### config.mk
export PLATFORM = sky130hd
export DESIGN_NAME = dt_insert_top
export DESIGN_NICKNAME = d
export VERILOG_FILES = /design/src/rtl/dt_pkg.sv /design/src/rtl/dt_setting.sv /design/src/rtl/dt_leg.sv /design/src/rtl/dt_phase.sv /design/src/rtl/dt_insert_top.sv
export SDC_FILE = /design/constraint.sdc
export NUM_CORES = 1
export LEC_CHECK = 0
export BUFFER_PORTS_ARGS = -buffer_cell sky130_fd_sc_hd__buf_2
export CAP_MARGIN = 20
export CORE_ASPECT_RATIO = 0.8
export CORE_UTILIZATION = 55
export DETAILED_ROUTE_END_ITERATION = 8
export PLACE_DENSITY_LB_ADDON = 0.1
export SLEW_MARGIN = 5
export SYNTH_ARGS = -nofsm -noshare
export SYNTH_HDL_FRONTEND = slang
export SYNTH_SLANG_ARGS = --single-unit
### constraint.sdc
create_clock -name clk_i -period 2.3 [get_ports clk_i]
set_input_delay 0.345 -clock clk_i [delete_from_list [all_inputs] [get_ports clk_i]]
set_output_delay 0.345 -clock clk_i [all_outputs]
set_load 0.005 [all_outputs]
### src/rtl/dt_pkg.sv
package dt_pkg;

    // Per-phase command pair carried between the top and each phase slice
    typedef struct packed {
        logic hi;
        logic lo;
    } leg_pair_t;

    // Converts a setting code into a dead-time length in clock cycles,
    // saturating codes above the highest legal one.
    function automatic int unsigned code_cycles(
        input int unsigned code,
        input int unsigned step,
        input int unsigned max_code
    );
        int unsigned c;
        c = (code > max_code) ? max_code : code;
        return (c + 1) * step;
    endfunction

    // Width that holds the longest dead time
    function automatic int unsigned cyc_width(
        input int unsigned step,
        input int unsigned max_code
    );
        return $clog2((max_code + 1) * step + 1);
    endfunction

endpackage

### src/rtl/dt_setting.sv
module dt_setting #(
    parameter int unsigned CODE_W   = 4,
    parameter int unsigned STEP_CYC = 5,
    parameter int unsigned MAX_CODE = 9,
    parameter int unsigned CNT_W    = 6
) (
    input  logic              clk_i,
    input  logic              rst_i,
    input  logic              enable_i,
    input  logic [CODE_W-1:0] code_i,
    output logic [CNT_W-1:0]  dt_cyc_o
);
    import dt_pkg::*;

    logic [CNT_W-1:0] dt_q;
    logic [CNT_W-1:0] dt_new;

    always_comb begin
        dt_new = CNT_W'(code_cycles(32'(code_i), STEP_CYC, MAX_CODE));
    end

    always_ff @(posedge clk_i) begin
        if (rst_i) begin
            dt_q <= CNT_W'(STEP_CYC);
        end else if (!enable_i) begin
            dt_q <= dt_new;
        end
    end

    assign dt_cyc_o = dt_q;

    // the setting is frozen while the block is enabled
    p_setting_frozen_r8: assert property (@(posedge clk_i) disable iff (rst_i)
        enable_i |=> $stable(dt_cyc_o));

endmodule

### src/rtl/dt_leg.sv
module dt_leg #(
    parameter int unsigned CNT_W      = 6,
    parameter int unsigned MIN_ON_CYC = 5
) (
    input  logic             clk_i,
    input  logic             rst_i,
    input  logic             kill_i,
    input  logic             cmd_i,
    input  logic             conflict_i,
    input  logic             other_on_i,
    input  logic             other_gap_ok_i,
    input  logic [CNT_W-1:0] dt_cyc_i,
    output logic             gate_o,
    output logic             gap_ok_o
);
    localparam int unsigned HOLD_W = (MIN_ON_CYC > 1) ? $clog2(MIN_ON_CYC + 1) : 1;

    logic              on_q;
    logic              on_d;
    logic [CNT_W-1:0]  off_cnt;
    logic [HOLD_W-1:0] hold_cnt;
    logic              hold;
    logic              turn_on;
    logic              stay_on;

    always_comb begin
        hold    = (hold_cnt != '0);
        turn_on = !on_q && cmd_i && !conflict_i && !other_on_i && other_gap_ok_i;
        stay_on = on_q && (cmd_i || hold) && !conflict_i;
        on_d    = !kill_i && (turn_on || stay_on);
    end

    always_ff @(posedge clk_i) begin
        if (rst_i) begin
            on_q     <= 1'b0;
            off_cnt  <= '1;
            hold_cnt <= '0;
        end else begin
            on_q <= on_d;
            if (on_q) begin
                off_cnt <= '0;
            end else if (off_cnt != '1) begin
                off_cnt <= off_cnt + CNT_W'(1);
            end
            if (!on_d) begin
                hold_cnt <= '0;
            end else if (turn_on) begin
                hold_cnt <= HOLD_W'(MIN_ON_CYC - 1);
            end else if (hold) begin
                hold_cnt <= hold_cnt - HOLD_W'(1);
            end
        end
    end

    // The opposite leg may rise at the next edge once this count covers the floor
    assign gap_ok_o = !on_q &&
        (({1'b0, off_cnt} + {{CNT_W{1'b0}}, 1'b1}) >= {1'b0, dt_cyc_i});
    assign gate_o   = on_q;

    // kill forces the gate off at the next edge
    p_kill_off_r7: assert property (@(posedge clk_i) disable iff (rst_i)
        kill_i |=> !gate_o);

    // a gate only drops early when killed or in conflict
    p_min_on_r5: assert property (@(posedge clk_i) disable iff (rst_i)
        $fell(gate_o) |-> ($past(hold_cnt) == '0 || $past(kill_i) || $past(conflict_i)));

    // a rising gate saw the opposite gate off long enough
    p_gap_floor_r3: assert property (@(posedge clk_i) disable iff (rst_i)
        $rose(gate_o) |-> ($past(other_gap_ok_i) && !$past(other_on_i)));

endmodule

### src/rtl/dt_phase.sv
module dt_phase #(
    parameter int unsigned CNT_W      = 6,
    parameter int unsigned MIN_ON_CYC = 5
) (
    input  logic               clk_i,
    input  logic               rst_i,
    input  logic               kill_i,
    input  dt_pkg::leg_pair_t  cmd_i,
    input  logic [CNT_W-1:0]   dt_cyc_i,
    output dt_pkg::leg_pair_t  gate_o
);
    import dt_pkg::*;

    logic conflict;
    logic hi_ok;
    logic lo_ok;
    logic hi_on;
    logic lo_on;

    assign conflict = cmd_i.hi && cmd_i.lo;

    dt_leg #(.CNT_W(CNT_W), .MIN_ON_CYC(MIN_ON_CYC)) u_hi (
        .clk_i          (clk_i),
        .rst_i          (rst_i),
        .kill_i         (kill_i),
        .cmd_i          (cmd_i.hi),
        .conflict_i     (conflict),
        .other_on_i     (lo_on),
        .other_gap_ok_i (lo_ok),
        .dt_cyc_i       (dt_cyc_i),
        .gate_o         (hi_on),
        .gap_ok_o       (hi_ok)
    );

    dt_leg #(.CNT_W(CNT_W), .MIN_ON_CYC(MIN_ON_CYC)) u_lo (
        .clk_i          (clk_i),
        .rst_i          (rst_i),
        .kill_i         (kill_i),
        .cmd_i          (cmd_i.lo),
        .conflict_i     (conflict),
        .other_on_i     (hi_on),
        .other_gap_ok_i (hi_ok),
        .dt_cyc_i       (dt_cyc_i),
        .gate_o         (lo_on),
        .gap_ok_o       (lo_ok)
    );

    assign gate_o.hi = hi_on;
    assign gate_o.lo = lo_on;

    // never both switches of a half-bridge on
    p_no_overlap_r9: assert property (@(posedge clk_i) disable iff (rst_i)
        !(hi_on && lo_on));

    // contradictory commands turn the whole phase off
    p_conflict_off_r6: assert property (@(posedge clk_i) disable iff (rst_i)
        conflict |=> (!hi_on && !lo_on));

endmodule

### src/rtl/dt_insert_top.sv
module dt_insert_top #(
    parameter int unsigned NUM_PH     = 3,
    parameter int unsigned CODE_W     = 4,
    parameter int unsigned STEP_CYC   = 5,
    parameter int unsigned MAX_CODE   = 9,
    parameter int unsigned MIN_ON_CYC = 5
) (
    input  logic              clk_i,
    input  logic              rst_i,
    input  logic              enable_i,
    input  logic              force_off_i,
    input  logic [CODE_W-1:0] dt_code_i,
    input  logic [NUM_PH-1:0] pwm_hi_i,
    input  logic [NUM_PH-1:0] pwm_lo_i,
    output logic [NUM_PH-1:0] gate_hi_o,
    output logic [NUM_PH-1:0] gate_lo_o
);
    import dt_pkg::*;

    localparam int unsigned CNT_W = cyc_width(STEP_CYC, MAX_CODE);

    logic [CNT_W-1:0] dt_cyc;
    logic             kill;

    assign kill = force_off_i || !enable_i;

    dt_setting #(
        .CODE_W   (CODE_W),
        .STEP_CYC (STEP_CYC),
        .MAX_CODE (MAX_CODE),
        .CNT_W    (CNT_W)
    ) u_setting (
        .clk_i    (clk_i),
        .rst_i    (rst_i),
        .enable_i (enable_i),
        .code_i   (dt_code_i),
        .dt_cyc_o (dt_cyc)
    );

    for (genvar p = 0; p < NUM_PH; p++) begin : g_phase
        leg_pair_t cmd;
        leg_pair_t gate;

        assign cmd.hi = pwm_hi_i[p];
        assign cmd.lo = pwm_lo_i[p];

        dt_phase #(.CNT_W(CNT_W), .MIN_ON_CYC(MIN_ON_CYC)) u_phase (
            .clk_i    (clk_i),
            .rst_i    (rst_i),
            .kill_i   (kill),
            .cmd_i    (cmd),
            .dt_cyc_i (dt_cyc),
            .gate_o   (gate)
        );

        assign gate_hi_o[p] = gate.hi;
        assign gate_lo_o[p] = gate.lo;
    end

    // reset leaves every gate off
    p_reset_off_r1: assert property (@(posedge clk_i)
        rst_i |=> (gate_hi_o == '0 && gate_lo_o == '0));

endmodule

==> metrics.md <==
| Metric | Value |
|---|---|
| Largest net degree at the start of global routing | 49 |
| First drt pass iteration count | 4 |
| Area growth, synth to finish | 10.4% |
| Post-synth top cells | dfxtp_1 (66), ha_1 (65), nor2_1 (43) |
| Area contributors post-synth | dfxtp_1 (31%), ha_1 (19%), o21bai_1 (5.3%) |
| Syn Inst Count | between 400 and 500 |
| Starting Density | 56.8% |
| Worst hold path class | primary input to flip-flop |
| R2R Setup Slk | 0.14 ns |
| Routed WL per cell | about 13 µm |
| Met2 global-route usage | 35.3% |
| DIE WIDTH | about 100 µm |
| Met3 Usage GRT | 5.74% |
| Root Driver | clkbuf_8 |
| Total vias in the final route | roughly 3000 |
| CTS Buf Count | 9 |
| Final nets | 560 |
| XOR/XNOR share of the synthesized area | between 8 and 9% |
| Post-route antenna net violation count | 0 |
| Max-cap violation count | 0 |
| CTS tree | done |
| Layout Cells excl Fill | between 500 and 600 |
| Number of diodes | 0 |
| Adder-Cell Fraction of Synth Area | ~20% |
| Residual DRC count | 0 |
| Die Y | 80.3 µm |
| Global route hottest layer | met2 |
| Setup violations, final | 0 |
| Global-route wire length before repair | approximately 13000 µm |
| Synth Area in Simple Gates | 15.0% |
| WP data arrival | ~2.4 ns |
| Clock-pin transition on the worst setup and hold timing paths | about 0.070 ns |
| Yosys cell types | 39 |
| Flop pwr share | ~27% |
| Comb pwr share | approximately three fifths |
| Final min period | 2.16 ns |
| Tcrit/Tclk final | 94.0% |
| Pleak | 0.00218 µW |
| Number of port buffers | 19 |
| Post-synthesis cell area | roughly 4200 µm² |
| Crit-path max FO | 4 |
| Primary FF master, synth | dfxtp_1 |
| Vias/cell | 5.25 |
| Syn nets | about 540 |
| RR Endpoint | g_phase[0].u_phase.u_hi.hold_cnt[2] |
| Final Hold Fails | 0 |
| Cell-internal power | between 3000 and 4000 µW |
| Synth Area per Inst | between 9 and 10 µm² |
| GRT Resource Usage Total | between 20% and 30% |
| Synth top area share | ~31% |
| # rows | 28 |
| WS Path Type | flip-flop to flip-flop |
| Drt initial violations | 66 |
| Min-Delay Startpoint | pwm_lo_i[2] |
| Pins over their slew limit | 0 |
| Die area | ~8000 µm² |
| Clock Skew | between 0.009 and 0.01 ns |
| Psw | about 2600 µW |
| Core ar. | 7430 µm² |
| F_max | about 0.46 GHz |
| Clock power share | ~14% |
| DP Wirelength | 5730 µm |
| Switching fraction of total power | just over 40% |
| Asr flop ratio synth | 0% |
| CTS Sinks | 66 |
| Hold Path End | g_phase[2].u_phase.u_lo.gate_o |
| I/O pins | 20 |
| Seq/Total Area, Yosys | a little under a third |
| Share of cells above drive strength 1 | 14.3% |
| Hold Crit Depth | 3 |
| Final setup TNS | 0 ns |
| Worst-skew pair later-pin latency | ~0.34 ns |
| Worst IR Drop VDD | 0.784 mV |
| Slew HR | between 60% and 70% |
| Crit. End Element | flip-flop |
| Post-synthesis mux area share | 3.56% |
| DRT Wirelength | between 7000 and 8000 µm |
| Post-synth EDFFs | 0 |
| Largest family of logic cells by synthesized area | adder cells |
| Yosys warnings | 0 |
| Vias in the first global route | 2963 |
| Dpl cells | about 570 |
| Crit path launch type | flip-flop |
| Least-Margin Pin Slew | between 0.5 and 0.6 ns |
| Initial antenna violation count | 0 |
| GP Congestion | between 0.7 and 0.8 |
| Post-synth top area cell | dfxtp_1 |
| H-tree depth | 3 |
| CP required | approximately 2.5 ns |
| Pwr/cell area | 1380 nW/µm² |
| RSZ-0062 raised after global routing | false |
| Longest Clk Path Bufs | 2 |
| Met1 usage | 27.1% |
| #FFs+latches synth | 66 |
| Reg-to-Reg Start | g_phase[0].u_phase.u_lo.off_cnt[1] |
| GRT overflow | 0 |
| Post-synthesis compound-gate area fraction | between 15 and 20% |
| Outcome | finished clean |
| Top-count cell post-synth | dfxtp_1 |
| R2r worst-path depth | 9 |
-- per-stage QoR --
step	utilization [%]	setup WS (ns)	total power, µW	hold WS, ns	instance area (µm²)
finish	62.7	0.138	6430	0.326	4660
global route	62.7	0.00987	7080	0.323	4660
CTS	61.9	0.0235	6260	0.305	4600
detailed placement	59.3	-0.193	5250	0.478	4410
global placement	59.3	-0.164	5090	0.452	4410
floorplan	-	0.00144	4510	0.439	4220
-- logic make-up after synthesis --
| group | Yosys count |
|---|---|
| AOI/OAI and AO/OA | 90 |
| xor gates and xnor gates | 39 |
| adders and majority gates | 66 |
| buffers and inverters | 59 |
| DFF | 66 |
| muxes | 15 |
| other | 1 |
| and+or+nand+nor | 122 |
-- placed cells by master, fill, tap and decap left out, types with 2 or more instances in the layout --
cell type / synthesis / final
clkbuf_1: 11 / 2
a21oi_1: 18 / 18
o21bai_1: 30 / 30
clkinv_2: 0 / 2
buf_2: 0 / 19
ha_1: 65 / 65
nand3_1: 18 / 17
xnor2_2: 0 / 3
a211o_1: 2 / 2
nand4b_1: 6 / 6
and3_1: 13 / 13
o2111ai_1: 6 / 6
nand2b_1: 8 / 8
dfxtp_1: 66 / 64
xor2_1: 20 / 20
o21ai_0: 8 / 8
and3_2: 3 / 3
nor2b_1: 13 / 13
clkbuf_8: 0 / 10
a2111oi_2: 0 / 2
mux2i_1: 15 / 15
o22ai_1: 6 / 6
a2111oi_4: 2 / 3
o31a_1: 4 / 4
buf_4: 6 / 14
inv_1: 36 / 36
o21ai_1: 6 / 6
o31a_2: 2 / 2
nand2_1: 13 / 13
nor2_1: 43 / 43
xnor2_1: 19 / 16
dfxtp_2: 0 / 2
nor2_2: 3 / 3
-- worst max-delay path by stage --
stage / startpoint / to / slack [ns] / cells after the start
after CTS: g_phase[2].u_phase.u_lo.off_cnt[0] / g_phase[2].u_phase.u_hi.hold_cnt[2] / 0.02 / 8
after detailed placement: dt_code_i[1] / u_setting.dt_cyc_o[5] / -0.19 / 10
after global routing: g_phase[1].u_phase.u_lo.off_cnt[1] / g_phase[1].u_phase.u_hi.hold_cnt[2] / 0.01 / 8
after floorplan: dt_code_i[1] / u_setting.dt_cyc_o[5] / 0.001 / 9
final: g_phase[0].u_phase.u_lo.off_cnt[1] / g_phase[0].u_phase.u_hi.hold_cnt[2] / 0.14 / 9
after global placement: dt_code_i[1] / u_setting.dt_cyc_o[5] / -0.16 / 10
-- worst max-delay path, cell delays in order (launching register included) --
cell and delay (ns):
dfxtp_1 0.36, ha_1 0.20, nand3_1 0.16, xnor2_2 0.18
ha_1 0.29, a21oi_1 0.16, nor2b_1 0.07, a2111oi_2 0.37
buf_4 0.17, o22ai_1 0.07
-- layer usage --
metal	part of all wire [%]	vias up	routed length, µm
met1	51	1428	3890
met2	46	27	3540
met4	0.60	0	46
li1	-	1629	-
met3	2.9	7	221
met5	0	-	0
-- power groups by stage --
stage               sequential [µW]  clock [µW]  combinational, µW
global route                   1780        1010               4300
global placement               1730           0               3360
detailed placement             1740           0               3510
floorplan                      1680           0               2840
finish                         1730         935               3760
CTS                            1710         965               3580
-- sequential cells by signal, summed over array words and instances, names as in the netlist --
name and cells:
g_phase.u_phase.u_lo.gate_o 3, g_phase.u_phase.u_lo.off_cnt 18, g_phase.u_phase.u_hi.gate_o 3, u_setting.dt_cyc_o 6, g_phase.u_phase.u_hi.off_cnt 18, g_phase.u_phase.u_hi.hold_cnt 9, g_phase.u_phase.u_lo.hold_cnt 9
-- final cells by class --
class,instances,area (µm²)
Sequential cell,66,1320
Fill cell,664,2770
Inverter,37,141
Clock buffer,12,145
Clock inverter,3,40.0
Multi-Input combinational cell,333,2680
Tap cell,105,131
Timing Repair Buffer,33,200
-- timing repair --
action / CTS / global route
gates resized for setup: 2 / 10
setup buffers: 0 / 1
hold buffers: 0 / 0
endpoints found under the setup margin: 2 / 6
pin swaps: 0 / 1
Note: power is estimated with default switching activity, not from simulation.
